===== config.mk =====
export PLATFORM = sky130hd
export DESIGN_NAME = acc_word_extract
export DESIGN_NICKNAME = d
export VERILOG_FILES = /design/src/rtl/acc_word_extract.sv
export SDC_FILE = /design/constraint.sdc
export NUM_CORES = 1
export LEC_CHECK = 0
export ABC_AREA = 1
export BUFFER_PORTS_ARGS = -buffer_cell sky130_fd_sc_hd__buf_2
export CAP_MARGIN = 20
export CORE_UTILIZATION = 38
export CTS_CLUSTER_SIZE = 8
export DETAILED_ROUTE_END_ITERATION = 16
export SYNTH_ARGS = -nofsm -noshare
export SYNTH_HDL_FRONTEND = slang
export SYNTH_SLANG_ARGS = --single-unit

===== constraint.sdc =====
create_clock -name clk -period 5.8 [get_ports clk]
set_input_delay 0.29 -clock clk [delete_from_list [all_inputs] [get_ports clk]]
set_output_delay 0.29 -clock clk [all_outputs]
set_load 0.02 [all_outputs]

===== src/rtl/acc_word_extract.sv =====
module acc_word_extract #(
  parameter int ACC_W    = 64,
  parameter int WORD_W   = 32,
  parameter int N_ACC    = 4,
  parameter int CTRL_W   = 32,
  parameter int FLAG_BIT = 23,
  parameter int SH_W     = 5
) (
  input  logic                     clk,
  input  logic                     rst,
  input  logic                     acc_wr_en,
  input  logic [$clog2(N_ACC)-1:0] acc_wr_sel,
  input  logic [ACC_W-1:0]         acc_wr_data,
  input  logic                     ext_valid,
  input  logic [$clog2(N_ACC)-1:0] ext_acc_sel,
  input  logic [ACC_W-1:0]         shift_src,
  input  logic [1:0]               ext_mode,
  output logic                     res_valid,
  output logic [ACC_W-1:0]         res_data,
  output logic [CTRL_W-1:0]        ctrl_reg
);
  localparam int TW = ACC_W + 1;
  localparam logic [WORD_W-1:0] POS_MAX = {1'b0, {(WORD_W-1){1'b1}}};
  localparam logic [WORD_W-1:0] NEG_MAX = {1'b1, {(WORD_W-1){1'b0}}};

  logic [ACC_W-1:0] acc_q [N_ACC];
  logic [ACC_W-1:0] acc_rd;
  logic [SH_W-1:0]  shamt;
  logic signed [TW-1:0] tmp;
  logic [TW-1:0]    tmp_rnd;
  logic             ovf_raw, ovf_rnd;
  logic [WORD_W-1:0] word;

  assign acc_rd  = acc_q[ext_acc_sel];
  assign shamt   = shift_src[SH_W-1:0];
  assign tmp     = $signed({acc_rd, 1'b0}) >>> shamt;
  assign tmp_rnd = tmp + 1'b1;

  assign ovf_raw = !((&tmp[TW-1:WORD_W])     || !(|tmp[TW-1:WORD_W]));
  assign ovf_rnd = !((&tmp_rnd[TW-1:WORD_W]) || !(|tmp_rnd[TW-1:WORD_W]));

  always_comb begin
    case (ext_mode)
      2'd1:    word = tmp_rnd[WORD_W:1];
      2'd2:    word = ovf_rnd ? (tmp_rnd[TW-1] ? NEG_MAX : POS_MAX)
                              : tmp_rnd[WORD_W:1];
      default: word = tmp[WORD_W:1];
    endcase
  end

  always_ff @(posedge clk) begin
    if (rst) begin
      for (int i = 0; i < N_ACC; i++) acc_q[i] <= '0;
    end else if (acc_wr_en) begin
      acc_q[acc_wr_sel] <= acc_wr_data;
    end
  end

  always_ff @(posedge clk) begin
    if (rst) begin
      res_valid <= 1'b0;
      res_data  <= '0;
      ctrl_reg  <= '0;
    end else begin
      res_valid <= ext_valid;
      if (ext_valid) begin
        res_data <= {{(ACC_W-WORD_W){word[WORD_W-1]}}, word};
        if (ovf_raw || ovf_rnd) ctrl_reg[FLAG_BIT] <= 1'b1;
      end
    end
  end
endmodule


==> summary by stage, run 1 <==
Clock tree
The number of clock sinks is 290. Hold repair after CTS inserted 0 buffers. The TritonCTS clock tree is done.

In this run, CTS created clock tree buffers numbering 42. The number of gates resized after CTS is 0. In this run the clock root is driven by a clkbuf_16. CTS built an H-tree with a depth of 2. No sink is reached through more buffers than the 3 on the longest clock path. The clock-pin slew on the worst setup and hold paths is 50 ps.

The post-CTS setup buffer count is 0. At the later pin of the worst-skew pair, clock insertion delay measures 590 ps.

STA
The final-report max-slew violation count is 0. Dividing the final minimum period by the clock period gives 0.803. Setup repair after global routing left no endpoint under its margin. The number of endpoints with negative hold slack in the final report is 0. At the pin with the least slew margin, the transition time is 1060 ps. The setup total negative slack is 0 ps. Derived from the worst setup path, the maximum achievable clock frequency is 215 MHz. Between clock sinks in the finished design, the worst skew comes to 22.0 ps. The worst slew margin relative to its limit is 0.292.

Setup violations remaining at the end of the flow were counted as 0. On the final layout, the worst hold slack is 46.0 ps. The clock period minus final worst setup slack is 4660 ps.

Route
In this run, the number of DRC markers left after iteration 0 of detailed routing was 2392. After detailed routing, the number of vias per cell comes to 5.36. In this run the remaining antenna-violating nets after routing total 0. In the final routed layout, each cell accounts on average for 18.9 um. For this run, design rule violations remaining after detail routing come to 0.

Detailed routing inserted a total of 22200 vias. The total routed wirelength is 78300 um. Before antenna repair, the detailed router went through 6 iterations.

Setup path
The type of element launching the critical path is a primary input. The required time at the endpoint of the critical path is 6230 ps. At the worst endpoint, the arrival time is 5090 ps. The setup check on the worst reg-to-reg path leaves a slack of 1190 ps. The maximum fanout count along the critical path is 103. On the critical path the largest part of the delay comes from simple AND/OR/NAND/NOR gates. The critical-path cell with the highest stage delay is buf_12. The most numerous cell type found on the critical path is nand2_1. The endpoint of the most critical register-to-register path is res_data[19]. The reg-to-reg critical path startpoint is acc_q[3][42]. The sum of buffers and inverters on the critical path is 4. The worst stage delay on the critical path is 390 ps. For the worst flop-to-flop path, the logic depth is 28. STA classifies the critical path endpoint as a register. The type of the setup path with the least slack is in -> reg.

Logic synthesis
In the synthesized netlist, the number of instances is 3344. In this run the mean area of a mapped cell was 6.71 um^2. The post-synthesis cell type count is 39.

After synthesis, the share of flip-flops with an asynchronous set or reset is 0. The number of synthesized register bits is 290. Among all flip-flop cells after synthesis, the most frequent one is edfxtp_1. Of the synthesized area, sequential elements account for 0.373. The area of the mapped netlist is 22400 um^2. The count of flip-flops with a built-in enable after synthesis is 256. For this run, the number of Yosys warnings is 0.

Placement
After legalization and detailed placement, the total HPWL measured 56600 um. The congestion estimate from routability-driven global placement came to 1.01. The count of buffers added on input and output ports is 144.

Floorplanning
The die boundary height is 245 um. The overall die width is 245 um. The starting density of the core is 0.386. The total area inside the core boundary comes to 58000 um^2. The initialized floorplan defines 88 standard-cell rows. The overall die area is 60000 um^2. 235 I/O pins were placed.

Cells and area
The layout net count is 3506. The growth of design area from synthesis to finish is 9.46%. The end-of-flow core utilization is 0.423. Fill cells in the final layout number 6142. The register with the most flip-flops in the layout has 256 of them. In the final layout, the share of cells above drive strength 1 is 0.134. The largest registers in the layout are acc_q (256), res_data (32).

Counting flops per register, the top entry is acc_q.

Worst hold path
The cell depth of the worst min-delay path is 3. The worst min-delay path category is in -> reg. The source of the worst hold timing path is acc_wr_data[42].

The worst hold path terminates at acc_q[1][42].

Global routing
Summed over all layers, the global routing overflow is 0. The total global routing track utilization is 0.260. The first global-routing pass estimated 120000 um of wire. The initial antenna violation count came to 2. The number of global-route vias before repair is 20300.

The largest net degree at the start of global routing is 104.

Pwr
The largest vdd supply drop is 0.238 mV. The total power per unit cell area is 260 nW/um^2. The leakage power is 11.1 nW.

Outcome
The flow ran to the end, and the final reports show no timing, DRC or antenna violations.

Run
Across the run, the number of max-cap violations was 0.
==> routing by layer <==
layer	up-vias	share of wire	track usage
li1	10900	-	-
met1	10400	0.45	0.370
met2	806	0.45	0.415
met3	110	0.070	0.0268
met4	2	0.028	0.0805
met5	-	0.00017	0
==> cell usage after synthesis, types with 2 or more instances <==
cell	instances	share of area
nor2_1	345	0.058
o21ai_1	4	0.00089
clkinv_1	7	0.0012
buf_4	67	0.022
nor2_4	22	0.011
o21ai_0	42	0.0094
nor2_8	2	0.0018
nor3_1	69	0.015
nand4_1	31	0.0086
or2_2	5	0.0014
nand2_1	1135	0.19
inv_2	40	0.0067
inv_1	176	0.029
dfxtp_1	34	0.030
ha_1	4	0.0022
nand2_4	8	0.0040
nand3_1	742	0.17
a21oi_2	25	0.0098
nor2_2	37	0.010
o211ai_1	2	0.00067
xor2_1	29	0.011
nor4_1	3	0.00084
clkbuf_1	64	0.011
buf_2	26	0.0058
o21ai_2	2	0.00078
nand2_2	43	0.012
a21oi_1	10	0.0022
nand3_2	22	0.0098
edfxtp_1	256	0.34
buf_6	20	0.010
buf_1	64	0.011
==> where the power goes <==
part	internal (mW)	total (mW)	switching (mW)
Sequential	2.44	2.49	0.0438
Clock	1.30	2.22	0.922
Combinational	0.445	1.69	1.24
==> through the flow <==
stage,setup slack (ps),std cells,cell area (um^2),total power [mW]
after floorplan,79.9,3374,22500,3.73
after global placement,718,4085,23400,4.18
after detailed placement,758,4085,23400,4.18
after CTS,1330,4135,24500,6.40
after global routing,846,4135,24500,6.70
final,1140,4136,24500,6.39
==> layout by cell type, fill, tap and decap left out, types with 3 or more instances in the layout <==
master | synthesis | final
clkinv_1 | 7 | 7
nand2_4 | 8 | 10
nand2_1 | 1135 | 1131
nor2_4 | 22 | 22
clkbuf_16 | 0 | 42
edfxtp_1 | 256 | 256
nand3_2 | 22 | 22
ha_1 | 4 | 4
nand3_1 | 742 | 742
inv_1 | 176 | 173
o21ai_1 | 4 | 4
dfxtp_1 | 34 | 34
nor2_2 | 37 | 37
nand4_1 | 31 | 31
buf_4 | 67 | 33
buf_2 | 26 | 143
inv_2 | 40 | 40
a21oi_1 | 10 | 10
buf_12 | 1 | 13
xor2_1 | 29 | 29
nor2_1 | 345 | 345
nor4_1 | 3 | 3
nand2_2 | 43 | 45
clkbuf_1 | 64 | 4
nor3_1 | 69 | 69
or2_2 | 5 | 5
a21oi_2 | 25 | 25
o21ai_0 | 42 | 41
conb_1 | 1 | 31
==> logic make-up (layout without fill, tap and decap cells) <==
family | count (synthesis) | count (layout) | synth area share
and+or+nand+nor | 2466 | 2466 | 0.489
buffers and inverters | 466 | 462 | 0.0986
DFF | 290 | 290 | 0.373
AOI/OAI and AO/OA | 86 | 86 | 0.0240
xor gates and xnor gates | 31 | 31 | 0.0124
adders and majority gates | 4 | 4 | 0.00223
other | 1 | 32 | 0.000167
==> worst max path at each step <==
| stage | startpoint | to | cells past startpoint | slack, ps |
|---|---|---|---|---|
| after floorplan | acc_wr_sel[1] | acc_q[2][0] | 5 | 80 |
| after global placement | ext_acc_sel[0] | res_data[19] | 30 | 720 |
| after detailed placement | ext_acc_sel[0] | res_data[19] | 30 | 760 |
| after CTS | acc_q[3][42] | res_data[19] | 28 | 1330 |
| after global routing | ext_acc_sel[0] | res_data[24] | 30 | 850 |
| final | ext_acc_sel[0] | res_data[19] | 30 | 1140 |
==> final cells by class <==
class,instances,area (um^2),area share
Multi-Input combinational cell,2618,12000,0.489
Clock buffer,46,1070,0.0434
Inverter,223,842,0.0343
Tap cell,765,957,0.0390
Sequential cell,290,8370,0.341
Clock inverter,4,83.8,0.00342
Antenna cell,1,2.50,0.000102
Timing Repair Buffer,189,1220,0.0499
==> worst min-delay path, cell delays in order <==
cell,delay (ps)
buf_2,70
inv_1,60
nor2_1,100
Power figures use the tool's default switching activity.
==> inputs of run 2 (changes only) <==
Clock period 5.8 ns to 4.2 ns, I/O delays scaled along.
==> run 2 against run 1 <==
First-iteration DRC count shrank 9.7%; critical path depth decreased by 1; non-clock buffer count grew 315; utilization rose by 4.7 points; setup slack got worse by 830 ps; register-to-register slack worse by 880 ps; clock skew is 4.0 ps lower; power is 46% higher; wire length rose by 0.16%; highest routed layer is now met4.
==> summary by stage, run 2 (synthesis gave the netlist of run 1 again) <==
Cells and area
The layout cell share with drive strength beyond 1 was 0.196 (+0.0618). The commonest non-fill, non-tap cell in the layout is nand2_1. The growth of design area from synthesis to finish is 21.6%. The end-of-flow core utilization was 0.470 (+0.0470). In the layout the commonest cells are 1126 x nand2_1, 742 x nand3_1, 343 x nor2_1. The total inserted antenna cells is 0 (-1). The layout net count is 3822 (+9.0%).

The finished layout cell area is 27300 um^2 (+11%). The total of fill cells in the finished design is 5926 (-3.5%). The largest registers in the layout are acc_q (256), res_data (32). The flip-flop count of the largest register after layout is 256 (unchanged).

Ranked by flip-flop count, first place goes to acc_q.

Clock tree
The maximum root-to-sink buffer count is 3 (unchanged). The H-tree depth was 2 (unchanged). The TritonCTS clock tree is done. The root buffer cell is clkbuf_16. The clock-pin slew on the worst setup and hold paths is 50 ps (about the same). The clock latency at the later pin of the worst-skew pair is 590 ps (about the same). The number of clock sinks is 290 (unchanged). The number of buffers added by the clock tree synthesis step was 43 (+2.4%).

STA
The worst slew margin relative to its limit was 0.312 (+0.0200). The final-report max-slew violation count came to 0 (unchanged). Derived from the worst setup path, the maximum achievable clock frequency is 257 MHz. Dividing the final minimum period by the clock period gives 0.925. The transition time of the tightest slew-check pin is 1030 ps (-30.0 ps). The worst clock skew is 18.0 ps (-4.03 ps). The clock period minus final worst setup slack is 3890 ps.

Setup repair after global routing left no endpoint under its margin. The number of endpoints with negative hold slack in the final report is 0 (unchanged). The final count of negative-setup-slack endpoints is 0 (unchanged).

Pwr
The net switching power came to 3.14 mW (+42%). The sequential fraction of design power came to 0.368 (-0.021). The combinational group share of total power was 0.288 (+0.024). The total power per unit cell area is 342 nW/um^2 (+31%). The leakage power is 12.7 nW (+14%). The internal power component is 6.20 mW (+48%). The switching share of total power came to 0.336 (-0.00928). The part of the power in the clock network is 0.344 (-0.003). The largest vdd supply drop came to 0.298 mV (+25%).

Global routing
The total global routing track utilization is 0.261 (+0.000485). The global-route wire length before repair is 121000 um (+0.84%). The initial antenna violation count was 0 (-2). The sum of overflow across all layers after global routing is 0 (unchanged). The number of global-route vias before repair is 21200 (+4.8%). The largest net degree at the start of global routing is 83 (-20%).

Route
The met2 wirelength from detailed routing was 35800 um (+0.55%). The total routed wirelength was 78500 um (+0.16%). Signal routing reaches up to met4. The number of nets still failing antenna checks after routing came to 0 (unchanged). The number of search-and-repair iterations in the first detailed-routing pass was 6 (unchanged). The routed via count divided by cell count was 5.17 (-3.6%). The average wire length per cell after detail routing is 17.6 um (-7.0%). The detailed-routed wire length on met3 is 5660 um (+3.6%). The total vias in the final route was 23000 (+3.9%).

The count of unresolved DRC violations after routing was 0 (unchanged). The routed length on met1 is 34300 um (-2.3%). The initial DRC count is 2160 (-9.7%).

Setup path
The startpoint identified for the worst register-to-register timing path is acc_q[3][26]. The maximum fanout count along the critical path is 31 (-70%). The endpoint identified for the worst register-to-register timing path is res_data[28]. The largest individual stage delay along the critical path comes from the cell edfxtp_1.

The arrival time at the worst endpoint is 4330 ps (-760 ps). The required time at the endpoint of the critical path came to 4640 ps (-1590 ps). On the critical path the largest part of the delay comes from simple AND/OR/NAND/NOR gates. The type of the setup path with the least slack is reg -> reg. The worst stage delay on the critical path is 320 ps (-70 ps).

The logic depth of the worst register-to-register path is 29 (+3.6%). The sum of buffers and inverters on the critical path is 3 (-1). The worst setup path is launched from a register. The worst reg-to-reg setup slack is 310 ps (-880 ps). The element type at the critical path end is a register.

Floorplanning
The count of standard-cell rows is 88 (unchanged). The area inside the core boundary is 58000 um^2 (unchanged). The starting density of the core is 0.386 (unchanged). The total I/O pin count came to 235 (unchanged).

The overall die width came to 245 um (unchanged). The die boundary height is 245 um (unchanged). The overall die area came to 60000 um^2 (unchanged).

Placement
The placed cell area is 25500 um^2 (+8.9%). The final weighted congestion in routability-driven placement is 1.02 (+1.3%). The count of input and output buffers is 144 (unchanged). The detailed-placement wirelength estimate is 58800 um (+3.9%).

Worst hold path
The startpoint identified for the worst hold timing path is acc_wr_data[30]. The worst min-delay path category is in -> reg. The capture endpoint of the worst hold path is acc_q[0][30].

The cell depth of the worst min-delay path is 3 (unchanged).

Run
The max-cap check violation count is 0 (unchanged).

Outcome
The flow ran to the end, and the final reports show no timing, DRC or antenna violations.
## run 2: changes by cell type in the layout (fill, tap and decap cells not counted), sizes merged
cell	change
buf	+261
dlygate4sd3	+54
clkbuf	+3
inv	+2
bufinv	+1
clkinv	+1
clkinvlp	-1
diode	-1
## run 2: worst reg2reg max path, delay by kind of cell, from the launching register on
kind                     cells  cell delay, ps
flip-flops                   1             320
buffers and inverters        3             350
AO/OA/AOI/OAI                1              60
AND/OR/NAND/NOR             24            2850
adder cells (fa/ha/maj)      1             160
## run 2: worst max path at each step
stage | from | slack [ps] | cells past startpoint | to
after floorplan | acc_wr_sel[1] | 280 | 5 | acc_q[2][0]
after global placement | ext_acc_sel[0] | -30 | 29 | res_data[28]
after detailed placement | ext_acc_sel[0] | -100 | 32 | res_data[28]
after CTS | acc_q[3][26] | 310 | 32 | res_data[28]
after global routing | acc_q[3][32] | 0.9 | 29 | res_data[28]
final | acc_q[3][26] | 310 | 29 | res_data[28]
## run 2: layer usage
layer  up-vias  track usage
met2       823        0.417
met5         -            0
met3       130       0.0361
met4         0       0.0930
li1      11500            -
met1     10500        0.358
## run 2: cell type report
class / count / area [um^2] / share of cell area
repair buffers: 504 / 3850 / 0.141
clock buffers: 49 / 1100 / 0.0403
flip-flops and latches: 290 / 8370 / 0.307
well taps: 765 / 957 / 0.0351
clock inverters: 7 / 124 / 0.00454
multi-input cells: 2618 / 12000 / 0.441
inverters: 223 / 841 / 0.0308
## run 2: per-stage QoR
stage / worst slack, ps / hold WS, ps / total power [mW] / std cells / TNS [ps]
final: 314 / 6.52 / 9.33 / 4456 / 0
after global routing: 0.949 / 10.9 / 9.76 / 4456 / 0
after floorplan: 281 / 441 / 5.15 / 3374 / 0
after global placement: -26.0 / 449 / 6.08 / 4346 / -41.3
after CTS: 314 / 2.13 / 9.32 / 4456 / 0
after detailed placement: -97.7 / 454 / 6.09 / 4346 / -1270
## run 2: power by group through the flow
stage          Clock (mW)  Combinational (mW)  Sequential [mW]
2_1_floorplan           0                1.63             3.52
3_3_place_gp            0                2.59             3.48
3_5_place_dp            0                2.60             3.49
4_1_cts              3.24                2.65             3.44
5_1_grt              3.35                2.96             3.46
6_report             3.21                2.69             3.44
## run 2: what timing repair did
item                                   CTS  global route
hold buffers                            54             0
resized for setup                        0             9
endpoints found under the hold margin  150             0
setup buffers                            0             0
setup endpoints to repair                0            22
